`src/rtl/ptmr_pkg.sv`:
```
// Shared definitions for the pulse timer.
// Assumes a 2-bit mode field; value 3 is a hold state.
package ptmr_pkg;
    typedef enum logic [1:0] {
        PT_TIMER   = 2'd0,
        PT_COUNT   = 2'd1,
        PT_MEASURE = 2'd2,
        PT_HOLD    = 2'd3
    } pt_mode_e;
endpackage

```
`src/rtl/ptmr_sync_edge.sv`:
```
// Synchronises an asynchronous pin through STAGES flops and flags
// rising and falling edges by comparing the last two synced samples.
// Assumes the pin is low while reset is held.
module ptmr_sync_edge #(
    parameter int STAGES = 2
) (
    input  logic clk,
    input  logic rst_n,
    input  logic pin,
    output logic rise,
    output logic fall
);
    logic [STAGES-1:0] sync_q;
    logic              prev_q;

    // Shift the pin through the synchroniser and keep one older sample.
    always_ff @(posedge clk) begin
        if (!rst_n) begin
            sync_q <= '0;
            prev_q <= 1'b0;
        end else begin
            sync_q <= {sync_q[STAGES-2:0], pin};
            prev_q <= sync_q[STAGES-1];
        end
    end

    // Compare the current and previous synced samples.
    always_comb begin
        rise = sync_q[STAGES-1] & ~prev_q;
        fall = ~sync_q[STAGES-1] & prev_q;
    end

    AST_EDGE_NOT_REPEATED: assert property (@(posedge clk) disable iff (!rst_n)
        rise |=> !rise);
endmodule

```
`src/rtl/ptmr_flags.sv`:
```
// N sticky flags: each is set by a one-cycle event and cleared by a pulse.
// A set in the same cycle as a clear wins.
module ptmr_flags #(
    parameter int N = 2
) (
    input  logic         clk,
    input  logic         rst_n,
    input  logic [N-1:0] set,
    input  logic [N-1:0] clr,
    output logic [N-1:0] flag
);
    for (genvar i = 0; i < N; i++) begin : g_flag
        // Hold, set or clear one flag.
        always_ff @(posedge clk) begin
            if (!rst_n)      flag[i] <= 1'b0;
            else if (set[i]) flag[i] <= 1'b1;
            else if (clr[i]) flag[i] <= 1'b0;
        end

        AST_FLAG_STICKY: assert property (@(posedge clk) disable iff (!rst_n)
            (flag[i] && !clr[i]) |=> flag[i]);
    end
endmodule

```
`src/rtl/ptmr_core.sv`:
```
// Counter, limit/period and snapshot/width registers, and the capture
// window lock. Edge inputs come pre-synchronised. Event outputs are
// combinational pulses that are valid in the cycle of the register update.
module ptmr_core
    import ptmr_pkg::*;
#(
    parameter int W = 8
) (
    input  logic         clk,
    input  logic         rst_n,
    input  pt_mode_e     mode,
    input  logic         tick_en,
    input  logic         rise,
    input  logic         fall,
    input  logic         edge_fall,
    input  logic         snap_req,
    input  logic         lim_wr,
    input  logic [W-1:0] lim_wdata,
    input  logic         lim_rd,
    output logic [W-1:0] count,
    output logic [W-1:0] lim_reg,
    output logic [W-1:0] snap_reg,
    output logic         snap_busy,
    output logic         match_evt,
    output logic         ovf_evt
);
    localparam logic [W-1:0] MAXV = {W{1'b1}};

    pt_mode_e mode_q;
    logic     lock_q;
    logic     mode_chg, counting_mode, measure_on;
    logic     primary, secondary, step_evt, hit;
    logic     pri_cap, sec_cap;

    // Decode the events of this cycle from the mode and the edges.
    always_comb begin
        mode_chg      = (mode != mode_q);
        counting_mode = (mode_q == PT_TIMER) || (mode_q == PT_COUNT);
        primary       = edge_fall ? fall : rise;
        secondary     = edge_fall ? rise : fall;
        step_evt      = !mode_chg && (((mode_q == PT_TIMER) && tick_en) ||
                                      ((mode_q == PT_COUNT) && primary));
        hit           = step_evt && (count == lim_reg);
        measure_on    = !mode_chg && (mode_q == PT_MEASURE) && !lock_q;
        pri_cap       = measure_on && primary;
        sec_cap       = measure_on && secondary;
        ovf_evt       = measure_on && tick_en && !primary && (count == MAXV);
        match_evt     = hit || pri_cap;
    end

    // Track the mode so that a change can be seen.
    always_ff @(posedge clk) begin
        if (!rst_n) mode_q <= PT_TIMER;
        else        mode_q <= mode;
    end

    // Advance, clear or hold the counter.
    always_ff @(posedge clk) begin
        if (!rst_n || mode_chg) begin
            count <= '0;
        end else begin
            case (mode_q)
                PT_TIMER, PT_COUNT: if (step_evt) count <= hit ? '0 : count + 1'b1;
                PT_MEASURE: begin
                    if (pri_cap)      count <= '0;
                    else if (tick_en) count <= count + 1'b1;
                end
                default: count <= count;
            endcase
        end
    end

    // Load the limit/period register from a write, a period capture or an overflow.
    always_ff @(posedge clk) begin
        if (!rst_n)                         lim_reg <= '0;
        else if (lim_wr && counting_mode)   lim_reg <= lim_wdata;
        else if (pri_cap)                   lim_reg <= count;
        else if (ovf_evt)                   lim_reg <= MAXV;
    end

    // Load the snapshot/width register from a snapshot or a width capture.
    always_ff @(posedge clk) begin
        if (!rst_n)                         snap_reg <= '0;
        else if (snap_busy && counting_mode) snap_reg <= count;
        else if (sec_cap)                   snap_reg <= count;
    end

    // Hold a snapshot request for one cycle, then clear it.
    always_ff @(posedge clk) begin
        if (!rst_n || mode_chg) snap_busy <= 1'b0;
        else                    snap_busy <= snap_req && counting_mode;
    end

    // Close the capture window on a result and reopen it on a read.
    always_ff @(posedge clk) begin
        if (!rst_n || mode_chg)    lock_q <= 1'b0;
        else if (pri_cap || ovf_evt) lock_q <= 1'b1;
        else if (lim_rd)           lock_q <= 1'b0;
    end

    AST_MODE_CHANGE_CLEARS: assert property (@(posedge clk) disable iff (!rst_n)
        mode_chg |=> (count == '0) && !lock_q);
    AST_LIMIT_HIT_WRAPS: assert property (@(posedge clk) disable iff (!rst_n)
        hit |=> (count == '0));
    AST_PERIOD_CLEARS_COUNT: assert property (@(posedge clk) disable iff (!rst_n)
        pri_cap |=> (count == '0) && lock_q);
    AST_OVF_SATURATES: assert property (@(posedge clk) disable iff (!rst_n)
        ovf_evt |=> (lim_reg == MAXV) && lock_q);
    AST_LOCK_FREEZES: assert property (@(posedge clk) disable iff (!rst_n)
        (lock_q && (mode_q == PT_MEASURE) && !mode_chg) |=>
        ($stable(lim_reg) && $stable(snap_reg)));
    AST_SNAP_SELF_CLEARS: assert property (@(posedge clk) disable iff (!rst_n)
        (snap_busy && !snap_req) |=> !snap_busy);
    AST_HOLD_STILL: assert property (@(posedge clk) disable iff (!rst_n)
        ((mode_q == PT_HOLD) && !mode_chg) |=> $stable(count));
endmodule

```
`src/rtl/pulse_timer.sv`:
```
// Top level: synchroniser/edge detector, counter core and sticky flags.
// Assumes pin_in is low during reset and that the register reads and
// writes arrive as one-cycle strobes.
module pulse_timer
    import ptmr_pkg::*;
#(
    parameter int W          = 8,
    parameter int SYNC_DEPTH = 2
) (
    input  logic         clk,
    input  logic         rst_n,
    input  logic         tick_en,
    input  logic         pin_in,
    input  logic [1:0]   mode,
    input  logic         edge_fall,
    input  logic         snap_req,
    input  logic         lim_wr,
    input  logic [W-1:0] lim_wdata,
    input  logic         lim_rd,
    input  logic         clr_match,
    input  logic         clr_ovf,
    output logic [W-1:0] count,
    output logic [W-1:0] lim_reg,
    output logic [W-1:0] snap_reg,
    output logic         snap_busy,
    output logic         irq_match,
    output logic         irq_ovf
);
    logic       rise, fall, match_evt, ovf_evt;
    logic [1:0] flags;

    ptmr_sync_edge #(.STAGES(SYNC_DEPTH)) u_sync (
        .clk(clk), .rst_n(rst_n), .pin(pin_in), .rise(rise), .fall(fall)
    );

    ptmr_core #(.W(W)) u_core (
        .clk(clk), .rst_n(rst_n), .mode(pt_mode_e'(mode)), .tick_en(tick_en),
        .rise(rise), .fall(fall), .edge_fall(edge_fall), .snap_req(snap_req),
        .lim_wr(lim_wr), .lim_wdata(lim_wdata), .lim_rd(lim_rd),
        .count(count), .lim_reg(lim_reg), .snap_reg(snap_reg),
        .snap_busy(snap_busy), .match_evt(match_evt), .ovf_evt(ovf_evt)
    );

    ptmr_flags #(.N(2)) u_flags (
        .clk(clk), .rst_n(rst_n), .set({ovf_evt, match_evt}),
        .clr({clr_ovf, clr_match}), .flag(flags)
    );

    // Map the flag vector to the named outputs.
    always_comb begin
        irq_match = flags[0];
        irq_ovf   = flags[1];
    end
endmodule

```
`config.mk`:
```
export PLATFORM = sky130hd
export DESIGN_NAME = pulse_timer
export DESIGN_NICKNAME = d
export VERILOG_FILES = /design/src/rtl/ptmr_pkg.sv /design/src/rtl/ptmr_sync_edge.sv /design/src/rtl/ptmr_flags.sv /design/src/rtl/ptmr_core.sv /design/src/rtl/pulse_timer.sv
export SDC_FILE = /design/constraint.sdc
export NUM_CORES = 1
export LEC_CHECK = 0
export BUFFER_PORTS_ARGS = -buffer_cell sky130_fd_sc_hd__buf_2
export CAP_MARGIN = 30
export CORE_AREA = 2 2 65 67
export DETAILED_ROUTE_END_ITERATION = 16
export DIE_AREA = 0 0 67 69
export PLACE_DENSITY = 0.73
export RECOVER_POWER = 100
export SYNTH_ARGS = -nofsm -noshare
export SYNTH_HDL_FRONTEND = slang
export SYNTH_SLANG_ARGS = --single-unit
```
`constraint.sdc`:
```
create_clock -name clk -period 1.59 [get_ports clk]
set_input_delay 0 -clock clk [delete_from_list [all_inputs] [get_ports clk]]
set_output_delay 0 -clock clk [all_outputs]
set_load 0.05 [all_outputs]
```
Yosys cells after proc, flatten, opt, wreduce, memory -nomap -nowiden
Index checks and enable logic that the tools add are counted.

word-level totals
  register bits = 33
  bits in latches = 0
  bits in writable memories = 0
  logic and storage cells = 72
  bits in read-only memories = 0
  memories = 0
  output and inout bits = 27

cells by class
  mux-type cells = 18
  shift-type cells = 0
  $lt $le $gt $ge = 0
  multipliers = 0
  equal/unequal tests = 7
  add/subtract/negate cells = 1
  reductions and logical operators = 32
  bitwise gates (word level) = 4
  div/mod/pow operators = 0

operator list
  kind                                                    count
  two-way mux 8 bit                                       9
  one-hot mux 8 bit (2 select lines)                      1
  logical AND 1 bit                                       14
  nonzero test 2 bit                                      5
  adder 8 x 1 -> 8 bit (second input constant)            1
  == test 8 bit                                           1
  == test 8 bit (second input constant)                   1
  two-way mux 1 bit                                       8
  logical OR 1 bit                                        5
  zero test 1 bit                                         4
  inequality test 3 x 2 -> 1 bit (second input constant)  1
  AND reduction 3 bit                                     1
  nonzero test 3 bit                                      1
  bitwise AND 1 bit                                       2
  == test 2 x 1 -> 1 bit (second input constant)          1
  == test 2 bit (second input constant)                   1
  zero test 2 bit                                         1
  inequality test 2 x 1 -> 1 bit (second input constant)  1
  inequality test 2 bit                                   1
  inverter 1 bit                                          2
  OR reduction 2 bit                                      1

Longest topological paths before layout
Gate-level depths: netlist of run 1.

  depth in word-level cells = 10
  mapped depth = 7
  gate-level depth less buffers = 6

Cells and area by module
Synthesis of run 1 repeated with hierarchy kept, for this count alone.

unflattened totals
  cells, all modules = 166
  area, all modules = 1,594.0 um^2

by module, submodules not included
  module          cells an instance  times used  sequential area each (um^2)  area an instance (um^2)
  ptmr_core       152                1           560.5                        1,420.1
  ptmr_sync_edge  8                  1           60.1                         91.3
  ptmr_flags      6                  1           40.0                         82.6

Worst setup path before layout of run 1
No wires, ideal clock.

  path kind = register -> register
  from = reg u_core.count[7]
  to = reg u_core.count[7]
  cell stages (with the launch flop) = 8
  buffers on the path = 2
  data arrival time = 1.812 ns
  clock period less this slack = 1.942 ns
  required time = 1.461 ns
  library setup time = 0.129 ns
  setup slack = -0.352 ns
  cells stage by stage = dfxtp_1 -> buf_2 -> xor2_1 -> nor4_1 -> o2111ai_1 -> buf_2 -> o2111ai_1 -> a31oi_1

between the ends
  word-level cells in the longest chain between the ends = 5
  elaborated cells between the ends (all ways) = 8

ends and longest elaborated chain
  element                                                       line             text
  start: declaration                                            ptmr_core.sv:20  output logic [W-1:0] count,
  start signal: assignment                                      ptmr_core.sv:63  PT_TIMER, PT_COUNT: if (step_evt) count <= hit ? '0 : count + 1'b1;
  start signal: assignment                                      ptmr_core.sv:66  else if (tick_en) count <= count + 1'b1;
  start signal: assignment                                      ptmr_core.sv:68  default: count <= count;
  branches (longest 4 deep; another with adder 8 x 1 -> 8 bit)  n/a
  one-hot mux 8 bit (2 select lines) (*)                        ptmr_core.sv:62  case (mode_q)

Every way passes the cells marked *. The select of a mux whose other input is x is not followed.
A chain may end at the register's enable or synchronous reset.

Final worst setup path of run 1
  from = reg u_sync.sync_q[1]
  to = reg u_core.count[7]

between the ends
  word-level cells in the longest chain between the ends = 10
  elaborated cells between the ends (all ways) = 16

ends and longest elaborated chain
  element                             line                  text
  start: declaration                  ptmr_sync_edge.sv:13  logic [STAGES-1:0] sync_q;
  start signal: assignment            ptmr_sync_edge.sv:22  sync_q <= {sync_q[STAGES-2:0], pin};
  inverter 1 bit                      ptmr_sync_edge.sv:30  fall = ~sync_q[STAGES-1] & prev_q;
  bitwise AND 1 bit                   ptmr_sync_edge.sv:30
  two-way mux 1 bit (*)               ptmr_core.sv:39       primary = edge_fall ? fall : rise;
  logical AND 1 bit                   ptmr_core.sv:42       ((mode_q == PT_COUNT) && primary));
  logical OR 1 bit                    ptmr_core.sv:41       step_evt = !mode_chg && (((mode_q == PT_TIMER) && tick_en) ||
  logical AND 1 bit                   ptmr_core.sv:41
  logical AND 1 bit                   ptmr_core.sv:43       hit = step_evt && (count == lim_reg);
  two-way mux 8 bit (2 in series)     ptmr_core.sv:63
  one-hot mux 8 bit (2 select lines)  ptmr_core.sv:62

Every way passes the cells marked *; elsewhere a longest branch is shown, timed or not. The select of a mux whose other input is x is not followed.

==> flow_results.org, run 1 <==
** Power
- Power density cells :: 826 nW/um^2
- Overall power consumption after layout is estimated at 1.98 mW.
- The worst-case IR drop observed on VDD is 0.453 mV.
- Summed over all cells, the static leakage comes to 1.05 nW.

** Drt
- The routed layout has 1635 vias.
- Number of vias per cell after detailed routing :: 5.36
- DRC Markers :: 0
- Total wire length after detailed routing :: 4.45 mm
- Once detail routing completed, the nets flagged for antenna violations numbered 0.
- In the final routed layout, each cell accounts on average for 14.6 microns.
- The first detailed-routing pass ran for 4 iterations.
- Number of design-rule violations left by the first detailed-router iteration :: 72

** Logic synthesis
- Synthesis instantiated 42 different standard cells from the library.
- Sorting the synthesized cells by how often they occur yields dfxtp_1 (33), nand2_1 (18), nor2b_1 (12), nand4_1 (11).
- After technology mapping, the gate count stands at 180.
- Sequential area share after synthesis :: 39.2%
- In this run, synthesis inferred 0 flip-flops with an integrated enable.
- In this run the cell area of the synthesized design comes to 1690 sq um.
- Most area-consuming cells after synthesis :: dfxtp_1 (39%), mux2i_1 (5.3%), o221a_1 (5.3%)
- Count of warnings emitted by yosys :: 0
- After synthesis, the mean cell area works out to 9.37 sq um.
- In the synthesized netlist the async set-or-reset flop fraction comes to 0%.
- Most frequent cell after synthesis :: dfxtp_1
- Flip-flop cell with the highest count after synthesis :: dfxtp_1
- Counting flops and latches in the post-synthesis netlist gives 33.
- Fraction of post-synthesis cell area in the top cell type by area :: 39.2%
- Counting every net in the synthesized netlist gives 201.
- The biggest area contributor in the post-synthesis netlist is dfxtp_1.

** STA
- Final setup TNS :: -0.273 ns
- On the final layout, the worst hold slack is 0.0184 ns.
- Final Skew :: 0.00662 ns
- Measured against its own limit, the worst slew margin works out to 71.7%.
- The smallest clock period supported by the final layout is computed as 1.66 ns.
- Setup slack on the critical path of the routed design comes to -0.0678 ns.
- Setup violations remaining at the end of the flow were counted as 8.
- Setup repair after global routing could not meet its margin everywhere.
- Max frequency :: 603 MHz
- Worst Tran Pin Value :: 0.423 ns
- The final count of pins violating max slew is 0.
- After layout, the worst path uses 104% of the clock period.
- Final Hold Fails :: 0

** GRT
- Total grt overflow :: 0
- The number of antenna violations at the first check in global routing was 0.
- Wire length of the first global-routing pass :: 7.15 mm
- The via count of the first global-routing pass was 1543.
- Across every metal layer, demand over resource in global routing totals 20.1%.
- Entering global routing, the biggest net connects 20 pins.

** Floorplanning
- Floorplan die width :: 67 microns
- Number of placement rows :: 23
- Core region area :: 3910 sq um
- Initial cell density of the core :: 43.1%
- Number of top-level pins :: 47
- The die covers 4620 sq um.
- DIE HEIGHT :: 69 microns

** Worst setup path
- The critical path goes through or3b_4, and2_4, a221oi_4, buf_4, nand4_1, a31oi_1.
- Levels on crit path :: 6
- At the worst endpoint, the required time is 1.80 ns.
- Worst Setup End Kind :: flop
- In this design, the stage delay of the slowest critical-path cell is 0.39 ns.
- The worst register-to-register path ends at u_core.count[7].
- Critical path launch point type :: flop
- The slowest stage of the critical path belongs to the cell or3b_4.
- Path depth of the worst reg2reg path :: 6
- On the critical path the largest part of the delay comes from simple AND/OR/NAND/NOR gates.
- In this run the critical register-to-register path is launched from u_sync.sync_q[1].
- Setup slack on the worst reg-to-reg path comes out at -0.07 ns.
- CP Buf/Inv Count :: 1
- Of all nets on the critical path, the largest fanout is 3.
- Worst setup path class :: flop to flop
- Data on the critical path arrives at its endpoint at 1.87 ns.

** Clock network
- TritonCTS built the clock tree.
- Number of buffers between clock root and the deepest sink :: 2
- Clock tree synthesis inserted a total of 5 buffers.
- Counting every sink on the clock net gives 33.
- Level count of the clock H-tree :: 2
- For the worst-skew pair, the clock arrives at the later sink with an insertion delay of 0.30 ns.
- Clk slew on worst S/H paths :: 0.07 ns
- Clk Tree Root Cell :: clkbuf_8

** Status
- Outcome :: finished, violations left
- Failing checks :: negative setup slack

** Worst hold path
- The path class of the tightest hold or removal check is primary input to flop.
- Worst hold path endpoint :: u_flags.flag[0]
- The worst hold path was traced through 3 stages.
- Startpoint of the tightest hold check path :: clr_match

** Place
- The count of buffers added on input and output ports is 46.
- Worst-case setup slack after placement :: -0.135 ns
- Last weighted congestion value of the routability-driven placer :: 0.817
- Once detailed placement completed, the half-perimeter wirelength came to 3.15 mm.

** Cells and area
- Relative to the synthesized area, the layout overhead comes to 42.4%.
- Antenna fix cells :: 0
- Of the cells placed in the final design, the portion with a size suffix greater than 1 is 45.5%.
- For this run, the post-layout net count is 275.

** Job
- Reported max-cap violation count :: 0
-- metal layers --
layer  vias to the layer above  GRT usage, %  share of wire (%)
li1                        806             -                  -
met1                       778          25.4                 43
met2                        42          32.3                 50
met3                         9          5.38                5.1
met4                         0          7.48                1.7
met5                         -             0                  0
-- layout make-up --
| class | count | area, sq um |
|---|---|---|
| clock buffers | 7 | 86.3 |
| clock inverters | 1 | 30.0 |
| fillers | 342 | 1510 |
| inverters | 2 | 7.51 |
| multi-input cells | 132 | 1000 |
| flip-flops and latches | 33 | 689 |
| well taps | 50 | 62.6 |
| repair buffers | 80 | 522 |
-- worst register-to-register path: stages, from the launching register on --
cell	delay, ns
dfxtp_2	0.33
or3b_4	0.39
and2_4	0.17
a221oi_4	0.26
buf_4	0.16
nand4_1	0.10
a31oi_1	0.17
-- what timing repair did --
action | CTS | global route
resized for setup | 5 | 10
buffers inserted | 4 | 2
setup endpoints to repair | 25 | 25
pin swaps | 11 | 4
hold buffers | 3 | 0
hold endpoints to repair | 3 | 0
-- kinds of logic after synthesis --
logic type | synth area share (%)
multiplexers | 5.34
XOR/XNOR | 5.19
AND/OR/NAND/NOR | 26.9
adder cells (fa/ha/maj) | 0.742
buffers and inverters | 4.60
flip-flops | 39.2
AO/OA/AOI/OAI | 18.1
-- placed cells by master, fill, tap and decap left out, types with 7 or more instances in the layout --
| cell type | instances |
|---|---|
| o21a_1 | 9 |
| nand4_1 | 11 |
| buf_4 | 28 |
| dfxtp_1 | 18 |
| xor2_1 | 8 |
| nand2_1 | 17 |
| buf_2 | 46 |
| o221a_1 | 8 |
| mux2i_1 | 7 |
| dfxtp_2 | 11 |
| nor2b_1 | 12 |
-- per-stage QoR --
stage,std cells,utilization [%],area (sq um)
after global placement,289,55.6,2180
final,305,61.4,2400
after floorplan,180,-,1730
after CTS,304,60.3,2360
after global routing,305,61.4,2400
after detailed placement,289,55.6,2180
-- worst max-delay path by stage --
| stage | end | slack, ns | from |
|---|---|---|---|
| floorplan | u_core.count[3] | -0.09 | u_core.count[5] |
| global placement | u_core.count[3] | -0.07 | u_sync.sync_q[1] |
| detailed placement | u_core.count[7] | -0.14 | u_sync.sync_q[1] |
| CTS | u_core.count[7] | -0.04 | u_sync.sync_q[1] |
| global route | u_core.count[7] | -0.16 | u_sync.sync_q[1] |
| finish | u_core.count[7] | -0.07 | u_sync.sync_q[1] |
-- power breakdown --
part           total, mW  internal (mW)  switching, mW
sequential         0.866          0.846         0.0199
clock              0.822          0.511          0.312
combinational      0.296          0.131          0.165
total               1.98           1.49          0.497
Note: power is estimated with default switching activity, not from simulation.
==> inputs of run 2 (changes only) <==
--- a/config.mk
+++ b/config.mk
@@ -12,6 +12,7 @@
 export DIE_AREA = 0 0 67 69
 export PLACE_DENSITY = 0.73
 export RECOVER_POWER = 100
+export REMOVE_ABC_BUFFERS = 1
 export SYNTH_ARGS = -nofsm -noshare
 export SYNTH_HDL_FRONTEND = slang
 export SYNTH_SLANG_ARGS = --single-unit
==> run 2 against run 1 <==
The flow still finishes with violations (negative setup slack). Final cell count is 0.66% lower. Largest cell class unchanged. Maximum frequency decreased by 0.20%. Utilization is 2.0 points lower. Critical path depth stayed put.
==> flow_results.org, run 2 (synthesis results as in run 1) <==
** STA
- Worst hold slack across all endpoints :: 0.0205 ns
- Tmin final :: 1.66 ns
- Final setup TNS :: -0.315 ns
- The total count of hold-check failures in the final report was 0.
- For the pin with the worst max-slew slack, the measured transition is 0.439 ns.
- Setup-violating endpoint count in the final report :: 8
- The clock arrives with 0.00765 ns of skew.
- Setup repair after global routing missed its margin :: true
- Measured against its own limit, the worst slew margin works out to 70.7%.
- Dividing the final minimum period by the clock period gives 104%.
- In the post-route analysis, the smallest setup slack over all paths is -0.0711 ns.
- Timing would allow up to 602 MHz.
- Final count of pins violating max slew :: 0

** Clock network
- CTS built an H-tree with a depth of 2.
- TritonCTS clock tree :: done
- Num Clock Sinks :: 33
- The longest clock path from root to sink contains 2 buffers.
- After clock tree synthesis, the clock-pin slew on the worst setup and hold paths is 0.06 ns.
- The later pin in the worst-skew pair is clocked with a latency of 0.28 ns.
- Clk Tree Root Cell :: clkbuf_8
- Total CTS buffers :: 5

** Drt
- Max Used Layer :: met4
- The count of nets left with antenna violations once routing finished came out at 0.
- Vias post-DR :: 1673
- Number of vias per cell after detailed routing :: 5.52
- In the detailed route, the total length drawn on met3 is 307 microns.
- Routed met1 length :: 1.96 mm
- For this run, design rule violations remaining after detail routing come to 0.
- Total wire length after detailed routing :: 4.54 mm
- After detailed routing, the average wire length per cell comes to 15.0 microns.
- Met2 wirelength from detailed routing :: 2.20 mm
- Number of design-rule violations left by the first detailed-router iteration :: 74
- First-pass detailed-route iteration total :: 4

** Job
- Reported max-cap violation count :: 0

** Cells and area
- Number of inserted filler cells in the final layout :: 340
- In the layout the commonest cells are buf_2 (45), dfxtp_1 (30), buf_4 (25), nand2_1 (14), nor2b_1 (12).
- At the end of the flow the core is filled with cells to 59.4%.
- The finished cells cover 2320 sq um.
- Relative to the synthesized area, the layout overhead comes to 37.8%.
- Fraction of layout instances using a drive strength above 1 :: 38.7%
- For this run, the post-layout net count is 274.
- Leaving out fill and tap cells, the most frequent cell in the layout is buf_2.
- Antenna fix cells :: 0
- The count of cells in the finished layout, fillers not included, comes to 303.

** Floorplanning
- The region available for standard cell placement spans 3910 sq um.
- DIE HEIGHT :: 69 microns
- The floorplan step defined a die boundary enclosing 4620 sq um.
- Floorplan die width :: 67 microns
- Initial cell density of the core :: 43.1%
- Number of placement rows :: 23
- In this run the count of I/O pins placed on the die edge is 47.

** Place
- Dpl cells :: 292
- After detailed placement, the total cell area comes to 2150 sq um.
- Last weighted congestion value of the routability-driven placer :: 0.769
- Port buffer count :: 46
- Once detailed placement completed, the half-perimeter wirelength came to 3.13 mm.

** Status
- Outcome :: finished, violations left
- Failing checks :: negative setup slack

** Worst setup path
- Endpoint arrival time on the critical path :: 1.81 ns
- The critical path in this run is classified as flop to flop.
- The worst setup path is launched from a flop.
- Of all nets on the critical path, the largest fanout is 4.
- STA classifies the critical path endpoint as a flop.
- Launching instance or port of the critical path :: u_sync.sync_q[1]
- The worst register-to-register path begins at u_sync.sync_q[1].
- Required arrival time at the worst endpoint :: 1.74 ns

** GRT
- Maximum number of pins on one net before global-route repair :: 19
- Wire length of the first global-routing pass :: 7.22 mm
- The number of antenna violations at the first check in global routing came to 0.
- Vias in the first global route :: 1634
- Summed over all layers, the global routing overflow is 0.
- In the global route stage, overall resource usage came out at 20.1%.

** Worst hold path
- The startpoint identified for the worst hold timing path is clr_match.
- The worst hold path belongs to the class primary input to flop.

** Power
- In this run the power density over the cells is 774 nW/um^2.
- P_leak :: 1.02 nW
- Across the VDD grid, the largest voltage drop is 0.782 mV.
[run 2: cell count changes in the layout (fill, tap and decap cells not counted), sizes merged]
cell and change:
buf -1, bufinv -1, clkbuf +1, dlygate4sd3 -1
[run 2: layout make-up]
type	instances	area, sq um	area share (%)
repair buffers	79	522	22.5
multi-input cells	132	978	42.1
clock buffers	7	86.3	3.72
inverters	2	7.51	0.323
flip-flops and latches	33	667	28.7
well taps	50	62.6	2.69
[run 2: worst max-delay path: stages, from the launching register on]
cell and delay, ns:
dfxtp_2 0.33, or3b_4 0.38, and2_4 0.17, a221o_1 0.37, buf_6 0.15, nand2_2 0.07
a31oi_1 0.08
[run 2: per-layer routing]
layer	global-route usage (%)	vias to the layer above
met3	5.06	7
met2	32.6	70
li1	-	802
met1	25.2	794
met5	0	-
met4	7.48	0
[run 2: final timing paths]
kind / endpoint / slack, ns / depth (start not counted)
worst max-delay path: u_core.count[6] / -0.07 / 6
worst min-delay path: u_flags.flag[0] / 0.02 / 3
worst max register to register: u_core.count[6] / -0.07 / 6
worst min register to register: u_sync.sync_q[1] / 0.44 / 1
[run 2: stage by stage]
stage | power [mW] | worst slack (ns)
after global routing | 1.86 | -0.0909
after detailed placement | 1.16 | -0.106
after CTS | 1.79 | -0.0205
final | 1.80 | -0.0711
after floorplan | 1.05 | -0.390
after global placement | 1.16 | -0.0738
[run 2: power by group]
part	switching [mW]	internal (mW)
combinational	0.164	0.125
sequential	0.0190	0.849
clock	0.297	0.343
[run 2: what timing repair did]
item / CTS / global route
pin swaps: 7 / 7
setup endpoints to repair: 24 / 25
resized for setup: 4 / 12
hold endpoints to repair: 2 / 0
hold buffers: 2 / 0
buffers inserted: 2 / 0
==> inputs of run 3 (changes only) <==
--- a/config.mk
+++ b/config.mk
@@ -8,11 +8,13 @@
 export BUFFER_PORTS_ARGS = -buffer_cell sky130_fd_sc_hd__buf_2
 export CAP_MARGIN = 30
 export CORE_AREA = 2 2 65 67
+export CTS_BUF_LIST = sky130_fd_sc_hd__clkbuf_4
 export DETAILED_ROUTE_END_ITERATION = 16
 export DIE_AREA = 0 0 67 69
 export PLACE_DENSITY = 0.73
 export RECOVER_POWER = 100
 export REMOVE_ABC_BUFFERS = 1
+export SKIP_CTS_REPAIR_TIMING = 1
 export SYNTH_ARGS = -nofsm -noshare
 export SYNTH_HDL_FRONTEND = slang
 export SYNTH_SLANG_ARGS = --single-unit
==> run 3 against run 2 <==
The run still ends with negative setup slack left. Clock power down 28%. Utilization decreased by 0.83 points. Register-to-register slack got worse by 0.03 ns. Final cell count up 0.66%. Combinational power is essentially flat. Total power down 9.9%. First-iteration DRC count increased by 9.5%. Flip-flop and latch count is the same. Routed wire length decreased by 4.9%. Critical path type unchanged.
==> flow_results.org, run 3 (synthesis results as in run 1) <==
** Status
- Outcome :: finished, violations left
- The checks that failed: negative setup slack.

** Clock network
- The clock reaches the later pin of the worst-skew pair after 0.34 ns.
- TritonCTS clock tree :: done
- Clk slew on worst S/H paths :: 0.11 ns
- In this run, CTS created clock tree buffers numbering 5.
- In this run the clock root is driven by a clkbuf_4.
- Counting every sink on the clock net gives 33.
- The longest clock path from root to sink contains 2 buffers.
- CTS built an H-tree with a depth of 2.

** Power
- Maximum vdd drop :: 0.625 mV
- P_leak :: 1.01 nW
- Of the total power, registers draw 53.6%.
- Summed over all nets, the switching power comes to 0.466 mW.
- Net Sw Frac :: 28.8%
- Combinational cells account for 17.7% of the total power.
- Summing internal, switching and leakage power gives 1.62 mW.
- Power share of the clock group :: 28.7%
- Power density cells :: 707 nW/um^2
- Internal power comes to 1.15 mW.

** GRT
- Wire length of the first global-routing pass :: 6.92 mm
- The via count of the first global-routing pass was 1546.
- Antenna violations before repair :: 0
- After global routing the overflow that remains totals 0.
- Entering global routing, the biggest net connects 19 pins.
- Total GRT Usage :: 19.1%

** Drt
- For this block, the initial DRC count from the detailed router was 81.
- DRC Markers :: 0
- In the routed layout, each cell is associated on average with a via count of 5.35.
- Total wire length after detailed routing :: 4.31 mm
- Once detail routing completed, the nets flagged for antenna violations numbered 0.
- Dividing the detail-routed wire length by the instance count gives 14.1 microns.
- First-pass detailed-route iteration total :: 4
- Vias post-DR :: 1631

** STA
- Final Skew :: 0.0148 ns
- Max frequency :: 592 MHz
- Final Hold Fails :: 0
- Setup repair after global routing missed its margin :: true
- Setup slack after layout :: -0.0989 ns
- Adding up every negative setup slack in the final design gives -0.610 ns.
- Worst Tran Pin Value :: 0.424 ns
- The tightest hold path in the finished design has a slack of 0.00260 ns.
- Final count of pins violating max slew :: 0
- For the finished layout, the period the worst path requires is 1.69 ns.
- In this run the tightest slew margin relative to its limit is 71.7%.
- In the finished design, the share of the clock period the worst path needs comes to 106%.
- Setup violations remaining at the end of the flow were counted as 8.

** Cells and area
- Leading cell types in the layout, fill and taps excluded :: buf_2 (46), dfxtp_1 (30), buf_4 (27), nand2_1 (18)
- The finished layout holds 305 standard cells, fillers aside.
- Cells with a size suffix above 1 make up 37.3% of the layout.
- 0 antenna diodes ended up in the layout.
- Post-route design area :: 2290 sq um
- From synthesis to final layout, the design area changed by 35.8%.
- The library cell used most frequently in the layout, excluding fill and tap cells, is buf_2.
- Post-route core utilization :: 58.5%
- Final net count :: 276

** Worst setup path
- In this run the worst path has a maximum fanout of 8.
- Endpoint arrival time on the critical path :: 1.96 ns
- Critical path launch point type :: flop
- The worst setup path is captured at a flop.
- Worst setup path class :: flop to flop
- For the worst setup path, the data required time is 1.86 ns.

** Floorplanning
- The die covers 4620 sq um.
- 47 I/O pins were placed.
- From bottom edge to top edge, the die measures 69 microns.
- Floorplan die width :: 67 microns
- Initial cell density of the core :: 43.1%
- Row generation in the floorplan step produced 23 rows.
- The floorplan step defined a core boundary enclosing 3910 sq um.

** Place
- In this run, placement finished with an instance count of 292.
- DP Wirelength :: 3.13 mm
- Last weighted congestion value of the routability-driven placer :: 0.769
- Port buffer count :: 46
- Prior to clock tree synthesis, the placed netlist has a worst setup slack of -0.106 ns.
- The placed instances occupy a cell area of 2150 sq um.

** Worst hold path
- Min-Delay Path Class :: primary input to flop

** Job
- The tool flagged a number of max-cap violations equal to 0.
==> run 3: cell count changes in the layout (fill, tap and decap cells not counted), sizes merged <==
cell | previous run | this run
dlygate4sd3 | 2 | 5
clkbuf | 8 | 6
clkinv | 0 | 1
==> run 3: critical path: stages, from the launching register on <==
cell and delay [ns]:
dfxtp_2 0.33, or3b_4 0.37, and2_4 0.17, a221oi_4 0.42
nand4_1 0.14, a31oi_1 0.18
==> run 3: metal layers <==
metal | up-vias | share of wire [%] | GRT usage, %
met3 | 7 | 6.2 | 4.73
met1 | 760 | 47 | 25.1
met2 | 55 | 45 | 30.5
li1 | 809 | - | -
met5 | - | 0 | 0
met4 | 0 | 1.7 | 6.12
==> run 3: final timing paths <==
kind	from	endpoint	slack (ns)	depth (start not counted)
hold reg to reg	u_sync.sync_q[0]	u_sync.sync_q[1]	0.44	1
setup / recovery	u_sync.prev_q	u_core.count[4]	-0.1	5
setup reg to reg	u_sync.prev_q	u_core.count[4]	-0.1	5
hold / removal	mode[1]	u_core.mode_q[1]	0.003	2
==> run 3: layout make-up <==
| cell class | count | area [sq um] |
|---|---|---|
| inverter | 2 | 7.51 |
| tap | 50 | 62.6 |
| fill | 350 | 1620 |
| multi-input combinational | 132 | 971 |
| timing repair buffer | 81 | 534 |
| sequential | 33 | 667 |
| clock inverter | 1 | 3.75 |
| clock buffer | 6 | 45.0 |
==> run 3: power groups by stage <==
stage               registers (mW)  clock network (mW)  logic, mW
floorplan                    0.947                   0      0.101
global placement             0.886                   0      0.269
detailed placement           0.887                   0      0.271
CTS                          0.868               0.459      0.272
global route                 0.871               0.502      0.306
finish                       0.868               0.464      0.287
